===== src/rtl/tcg_pkg.sv =====
`timescale 1ns/1ps
package tcg_pkg;
   localparam int WORD_W     = 32;
   localparam int POS_W      = 15;
   localparam int ADDR_W     = 5;
   localparam int CTRL_ADDR  = 0;
   localparam int PG_BASE    = 4;
   localparam int MIX_BASE   = 24;
   localparam int BYPASS_BIT = 3;
   localparam int NUM_OUT    = 4;
   // X in 30:16, Y in 14:0; bits 31 and 15 never take part in a compare
   localparam logic [WORD_W-1:0] FIELD_MASK = 32'h7FFF_7FFF;

   function automatic logic [WORD_W-1:0] pos_word(input logic [POS_W-1:0] xv,
                                                  input logic [POS_W-1:0] yv);
      return {1'b0, xv, 1'b0, yv};
   endfunction
endpackage


===== src/rtl/tcg_regs.sv =====
`timescale 1ns/1ps
module tcg_regs
   import tcg_pkg::*;
#(
   parameter int NUM_PG   = 5,
   parameter int NUM_MIX  = 4,
   parameter int SEL_BITS = 9,
   parameter int TBL_BITS = 8
)(
   input  logic                                clk,
   input  logic                                rst_n,
   input  logic                                wr_en_i,
   input  logic [ADDR_W-1:0]                   wr_addr_i,
   input  logic [WORD_W-1:0]                   wr_data_i,
   output logic                                pend_bypass_o,
   output logic [NUM_PG-1:0][WORD_W-1:0]       on_pos_o,
   output logic [NUM_PG-1:0][WORD_W-1:0]       on_mask_o,
   output logic [NUM_PG-1:0][WORD_W-1:0]       off_pos_o,
   output logic [NUM_PG-1:0][WORD_W-1:0]       off_mask_o,
   output logic [NUM_MIX-1:0][SEL_BITS-1:0]    mix_sel_o,
   output logic [NUM_MIX-1:0][TBL_BITS-1:0]    mix_tbl_o
);
   always_ff @(posedge clk or negedge rst_n) begin
      if (!rst_n)
         pend_bypass_o <= 1'b1;
      else if (wr_en_i && wr_addr_i == ADDR_W'(CTRL_ADDR))
         pend_bypass_o <= wr_data_i[BYPASS_BIT];
   end

   for (genvar g = 0; g < NUM_PG; g++) begin : g_pg_regs
      localparam int BASE = PG_BASE + 4*g;
      always_ff @(posedge clk or negedge rst_n) begin
         if (!rst_n) begin
            on_pos_o[g]   <= '0;
            on_mask_o[g]  <= '0;
            off_pos_o[g]  <= '0;
            off_mask_o[g] <= '0;
         end else if (wr_en_i) begin
            if (wr_addr_i == ADDR_W'(BASE))     on_pos_o[g]   <= wr_data_i;
            if (wr_addr_i == ADDR_W'(BASE + 1)) on_mask_o[g]  <= wr_data_i;
            if (wr_addr_i == ADDR_W'(BASE + 2)) off_pos_o[g]  <= wr_data_i;
            if (wr_addr_i == ADDR_W'(BASE + 3)) off_mask_o[g] <= wr_data_i;
         end
      end
   end

   for (genvar m = 0; m < NUM_MIX; m++) begin : g_mix_regs
      localparam int BASE = MIX_BASE + 2*m;
      always_ff @(posedge clk or negedge rst_n) begin
         if (!rst_n) begin
            mix_sel_o[m] <= '0;
            mix_tbl_o[m] <= '0;
         end else if (wr_en_i) begin
            if (wr_addr_i == ADDR_W'(BASE))     mix_sel_o[m] <= wr_data_i[SEL_BITS-1:0];
            if (wr_addr_i == ADDR_W'(BASE + 1)) mix_tbl_o[m] <= wr_data_i[TBL_BITS-1:0];
         end
      end
   end
endmodule


===== src/rtl/tcg_pattern_gen.sv =====
`timescale 1ns/1ps
module tcg_pattern_gen
   import tcg_pkg::*;
(
   input  logic              clk,
   input  logic              rst_n,
   input  logic [WORD_W-1:0] cur_word_i,
   input  logic [WORD_W-1:0] on_pos_i,
   input  logic [WORD_W-1:0] on_mask_i,
   input  logic [WORD_W-1:0] off_pos_i,
   input  logic [WORD_W-1:0] off_mask_i,
   output logic              level_o
);
   logic state_q;
   logic on_hit, off_hit;

   assign on_hit  = (((cur_word_i ^ on_pos_i)  & ~on_mask_i)  & FIELD_MASK) == '0;
   assign off_hit = (((cur_word_i ^ off_pos_i) & ~off_mask_i) & FIELD_MASK) == '0;

   // level for the current position: clear dominates, then set, else hold
   always_comb begin
      if (off_hit)     level_o = 1'b0;
      else if (on_hit) level_o = 1'b1;
      else             level_o = state_q;
   end

   always_ff @(posedge clk or negedge rst_n) begin
      if (!rst_n) state_q <= 1'b0;
      else        state_q <= level_o;
   end
endmodule


===== src/rtl/tcg_mixer.sv =====
`timescale 1ns/1ps
module tcg_mixer #(
   parameter int NUM_PG = 5,
   parameter int SEL_W  = 3,
   parameter int MIX_IN = 3,
   localparam int SEL_BITS = SEL_W * MIX_IN,
   localparam int TBL_BITS = 1 << MIX_IN
)(
   input  logic [NUM_PG-1:0]   pg_lvl_i,
   input  logic [SEL_BITS-1:0] sel_i,
   input  logic [TBL_BITS-1:0] tbl_i,
   output logic                y_o
);
   logic [MIX_IN-1:0] idx;

   always_comb begin
      for (int i = 0; i < MIX_IN; i++) begin
         idx[i] = 1'b0;
         for (int p = 0; p < NUM_PG; p++)
            if (sel_i[i*SEL_W +: SEL_W] == SEL_W'(p + 2))
               idx[i] = pg_lvl_i[p];
      end
   end

   assign y_o = tbl_i[idx];
endmodule


===== src/rtl/dsp_timing_gen.sv =====
`timescale 1ns/1ps
module dsp_timing_gen
   import tcg_pkg::*;
#(
   parameter int COORD_W = 12,
   parameter int NUM_PG  = 5,
   parameter int SEL_W   = 3,
   parameter int MIX_IN  = 3
)(
   input  logic               clk,
   input  logic               rst_n,
   input  logic [COORD_W-1:0] x_i,
   input  logic [COORD_W-1:0] y_i,
   input  logic               up_hsync_i,
   input  logic               up_vsync_i,
   input  logic               up_de_i,
   input  logic               wr_en_i,
   input  logic [4:0]         wr_addr_i,
   input  logic [31:0]        wr_data_i,
   output logic               hsync_o,
   output logic               vsync_o,
   output logic               de_o,
   output logic               chunk_o
);
   localparam int SEL_BITS = SEL_W * MIX_IN;
   localparam int TBL_BITS = 1 << MIX_IN;

   if (COORD_W < 1 || COORD_W > POS_W) begin : g_bad_coord
      $error("COORD_W must lie in 1..15");
   end
   if (NUM_PG + 2 > (1 << SEL_W)) begin : g_bad_sel
      $error("selector codes cannot reach every pattern generator");
   end
   if (PG_BASE + 4*NUM_PG > MIX_BASE) begin : g_bad_map
      $error("pattern generator registers overlap mixer registers");
   end
   if (SEL_BITS > WORD_W || TBL_BITS > WORD_W) begin : g_bad_mix
      $error("mixer registers wider than a data word");
   end

   logic                              pend_bypass;
   logic [NUM_PG-1:0][WORD_W-1:0]     on_pos, on_mask, off_pos, off_mask;
   logic [NUM_OUT-1:0][SEL_BITS-1:0]  mix_sel;
   logic [NUM_OUT-1:0][TBL_BITS-1:0]  mix_tbl;
   logic [NUM_PG-1:0]                 pg_lvl;
   logic [NUM_OUT-1:0]                gen_lvl;
   logic [WORD_W-1:0]                 cur_word;
   logic                              at_origin, eff_bypass, mode_q;
   logic [NUM_OUT-1:0]                out_q, out_d;

   tcg_regs #(
      .NUM_PG(NUM_PG), .NUM_MIX(NUM_OUT), .SEL_BITS(SEL_BITS), .TBL_BITS(TBL_BITS)
   ) u_regs (
      .clk(clk), .rst_n(rst_n),
      .wr_en_i(wr_en_i), .wr_addr_i(wr_addr_i), .wr_data_i(wr_data_i),
      .pend_bypass_o(pend_bypass),
      .on_pos_o(on_pos), .on_mask_o(on_mask),
      .off_pos_o(off_pos), .off_mask_o(off_mask),
      .mix_sel_o(mix_sel), .mix_tbl_o(mix_tbl)
   );

   assign cur_word = pos_word(POS_W'(x_i), POS_W'(y_i));

   for (genvar g = 0; g < NUM_PG; g++) begin : g_pg
      tcg_pattern_gen u_pg (
         .clk(clk), .rst_n(rst_n), .cur_word_i(cur_word),
         .on_pos_i(on_pos[g]), .on_mask_i(on_mask[g]),
         .off_pos_i(off_pos[g]), .off_mask_i(off_mask[g]),
         .level_o(pg_lvl[g])
      );
   end

   for (genvar m = 0; m < NUM_OUT; m++) begin : g_mix
      tcg_mixer #(.NUM_PG(NUM_PG), .SEL_W(SEL_W), .MIX_IN(MIX_IN)) u_mix (
         .pg_lvl_i(pg_lvl), .sel_i(mix_sel[m]), .tbl_i(mix_tbl[m]),
         .y_o(gen_lvl[m])
      );
   end

   // mode switches only at the first pixel of a frame
   assign at_origin  = (x_i == '0) && (y_i == '0);
   assign eff_bypass = at_origin ? pend_bypass : mode_q;

   always_ff @(posedge clk or negedge rst_n) begin
      if (!rst_n) mode_q <= 1'b1;
      else        mode_q <= eff_bypass;
   end

   assign out_d = eff_bypass ? {1'b0, up_de_i, up_vsync_i, up_hsync_i} : gen_lvl;

   always_ff @(posedge clk or negedge rst_n) begin
      if (!rst_n) out_q <= '0;
      else        out_q <= out_d;
   end

   assign hsync_o = out_q[0];
   assign vsync_o = out_q[1];
   assign de_o    = out_q[2];
   assign chunk_o = out_q[3];
endmodule


===== config.mk =====
export PLATFORM = sky130hd
export DESIGN_NAME = dsp_timing_gen
export DESIGN_NICKNAME = d
export VERILOG_FILES = /design/src/rtl/tcg_pkg.sv /design/src/rtl/tcg_regs.sv /design/src/rtl/tcg_pattern_gen.sv /design/src/rtl/tcg_mixer.sv /design/src/rtl/dsp_timing_gen.sv
export SDC_FILE = /design/constraint.sdc
export NUM_CORES = 1
export LEC_CHECK = 0
export BUFFER_PORTS_ARGS = -buffer_cell sky130_fd_sc_hd__buf_2
export CORE_UTILIZATION = 30
export DETAILED_ROUTE_END_ITERATION = 16
export GPL_TIMING_DRIVEN = 1
export HOLD_SLACK_MARGIN = 0.06
export PLACE_DENSITY = 0.51
export SYNTH_ARGS = -nofsm -noshare
export SYNTH_HDL_FRONTEND = slang
export SYNTH_HIERARCHICAL = 1
export SYNTH_SLANG_ARGS = --single-unit

===== constraint.sdc =====
create_clock -name clk -period 6.5 [get_ports clk]
set_clock_uncertainty 0.2 [all_clocks]
set_input_delay 0.975 -clock clk [delete_from_list [all_inputs] [get_ports clk]]
set_output_delay 0.975 -clock clk [all_outputs]
set_load 0.1 [all_outputs]

==> metrics.csv <==
metric,value,unit
endpoint class of the critical path,register,
startpoint types,input port,
CP top delay family,compound AO/OA/AOI/OAI gates,
die height,322,um
Power Density,344,nW/um^2
WS Path Type,in2reg,
layout cells sized above 1,0.405,
leakage dissipation,15.0,nW
Nets,2367,
detailed placer's ending HPWL,55200,um
total grt overflow,0,
largest net degree at the start of global routing,138,
CP cell instances,"buf_2, xnor2_1, o22ai_1, nor4_1, and4_1, o21a_1, nor2b_2, o22ai_2, a221oi_4, mux2i_1, mux2_2, a211oi_2, nand2_1, a211o_1, nand2_1",
Num CTS Buffers,78,
P&R area growth vs syn,15.1,%
ANT nets after route,0,
Root Buffer,clkbuf_16,
final instance area,35400,sq um
Placed Area,32700,sq um
DRC Markers,0,
CTS tree,built,
core footprint,102000,sq um
io pins,71,
number of global-route vias before repair,20000,
GRT Overall Usage,0.168,
min Tclk post-route,4960,ps
1st-iter DRT viols,846,
number of vias per cell,4.86,
chip width,322,um
"Buf+Inv Stages, Crit Path",1,
Longest Clk Path Bufs,3,
First-pass DRT Iterations,5,
first-pass GRT wire length,129000,um
Layout Utilization,0.348,
critical path peak fanout,13,
slowest cell on the critical path,nor4_1,
worst hold slack,175,ps
Critical Path Most Common Cell,nand2_1,
Hold Buf Count CTS,0,
post-CTS sizing,0,
Sink Count,679,
RSZ-0062 raised after global routing,false,
yosys warns,6,
clock latency on the worst-skew pair,620,ps
Clock Pin Slew Worst Setup and Hold Paths,60,ps
number of cell rows,117,
setup violators final,0,
Peak Freq,201,MHz
outcome,completed,
initial antenna violation count,22,
Critical Path RT,6850,ps
Worst Hold Class,in2async,
max incr delay on CP,700,ps
endpoints failing hold,0,
RePlAce Congestion,0.761,
Gate Count Post-Synth,2195,
fin crit share,0.764,
Fillers,9789,
Post-CTS Setup Bufs,0,
CP arrival,5320,ps
vias after detailed routing,18100,
Initial Util,0.302,
port buffer count,68,
max cap viols,0,
maximum VDD drop,0.000176,V
setup TNS,0,ps
Worst Tran Pin Value,1220,ps
Slew HR,0.185,
wire per inst,22.8,um
Max Slew Vio Count,0,
Post-Syn Area,30700,sq um
syn_area_per_cell,14.0,sq um
routed wire length,85000,um
die area,104000,sq um
CTS H-Tree Depth,3,
## report_power, final
group          leakage, nW  switching, W  total [W]  internal (W)
registers             8.68      0.000503    0.00556       0.00505
clock network         1.30       0.00177    0.00445       0.00268
logic                 5.04      0.000984    0.00216       0.00117
total                 15.0       0.00326     0.0122       0.00891
## metrics by stage
step	instances	setup slack [ps]	power [W]
after floorplan	2254	2780	0.00712
after global placement	3588	815	0.00767
after detailed placement	3588	829	0.00781
after CTS	3724	1500	0.0123
after global routing	3725	1400	0.0128
final	3730	1540	0.0122
## cell type report
type | instances | area, sq um | area share
Inverter | 9 | 88.8 | 0.00251
Clock inverter | 33 | 383 | 0.0108
Tap cell | 1368 | 1710 | 0.0484
Sequential cell | 679 | 17000 | 0.481
Clock buffer | 103 | 2220 | 0.0628
Multi-Input combinational cell | 1434 | 13300 | 0.377
Timing Repair Buffer | 98 | 626 | 0.0177
Antenna cell | 6 | 15.0 | 0.000425
## placed cells by master, fill, tap and decap left out, drive strengths merged, types with 18 or more instances in the layout
cell type  instances
nor2              18
conb              60
nor4              40
nand2             31
clkinv            22
o22ai            154
dfrtp            677
mux2             677
xnor2            300
clkbuf           103
buf               98
## state kept, by name, summed over array words and instances, names as in the netlist
name                  flops
u_regs/off_pos_o        150
u_regs/mix_sel_o         36
u_regs/on_mask_o        150
u_regs/pend_bypass_o      1
u_regs/off_mask_o       150
mode_q                    1
g_pg.u_pg/state_q         5
u_regs/mix_tbl_o         32
out_q                     4
u_regs/on_pos_o         150
## per-layer routing
layer | up-vias | global-route usage | wire, um
met1 | 9705 | 0.216 | 37800
met2 | 238 | 0.289 | 42200
met3 | 135 | 0.0330 | 3320
li1 | 8048 | - | -
met4 | 16 | 0.0406 | 1570
met5 | - | 0 | 109
## path summary, 6_finish.rpt
path / start / end / slack [ps] / cells after the start
setup / recovery: y_i[11] / out_q[0] / 1540 / 15
hold / removal: rst_n / u_regs/off_pos_o[117] / 170 / 1
setup reg to reg: u_regs/on_pos_o[12] / out_q[0] / 2020 / 13
hold reg to reg: u_regs/off_mask_o[105] / u_regs/off_mask_o[105] / 290 / 1
max in group asynchronous: rst_n / u_regs/mix_sel_o[27] / 4470 / 2
min in group clk: u_regs/off_mask_o[105] / u_regs/off_mask_o[105] / 290 / 1
## worst register-to-register path: stages (launching register included)
cell,delay [ps]
dfrtp_1,380
xnor2_1,160
o22ai_1,120
nor4_1,790
and4_1,300
o21a_1,660
o21ai_2,160
a221oi_4,450
mux2i_1,130
mux2_2,280
a211oi_2,370
nand2_1,100
a211o_1,260
nand2_1,60
No activity file was read; power rests on OpenSTA's default activity.
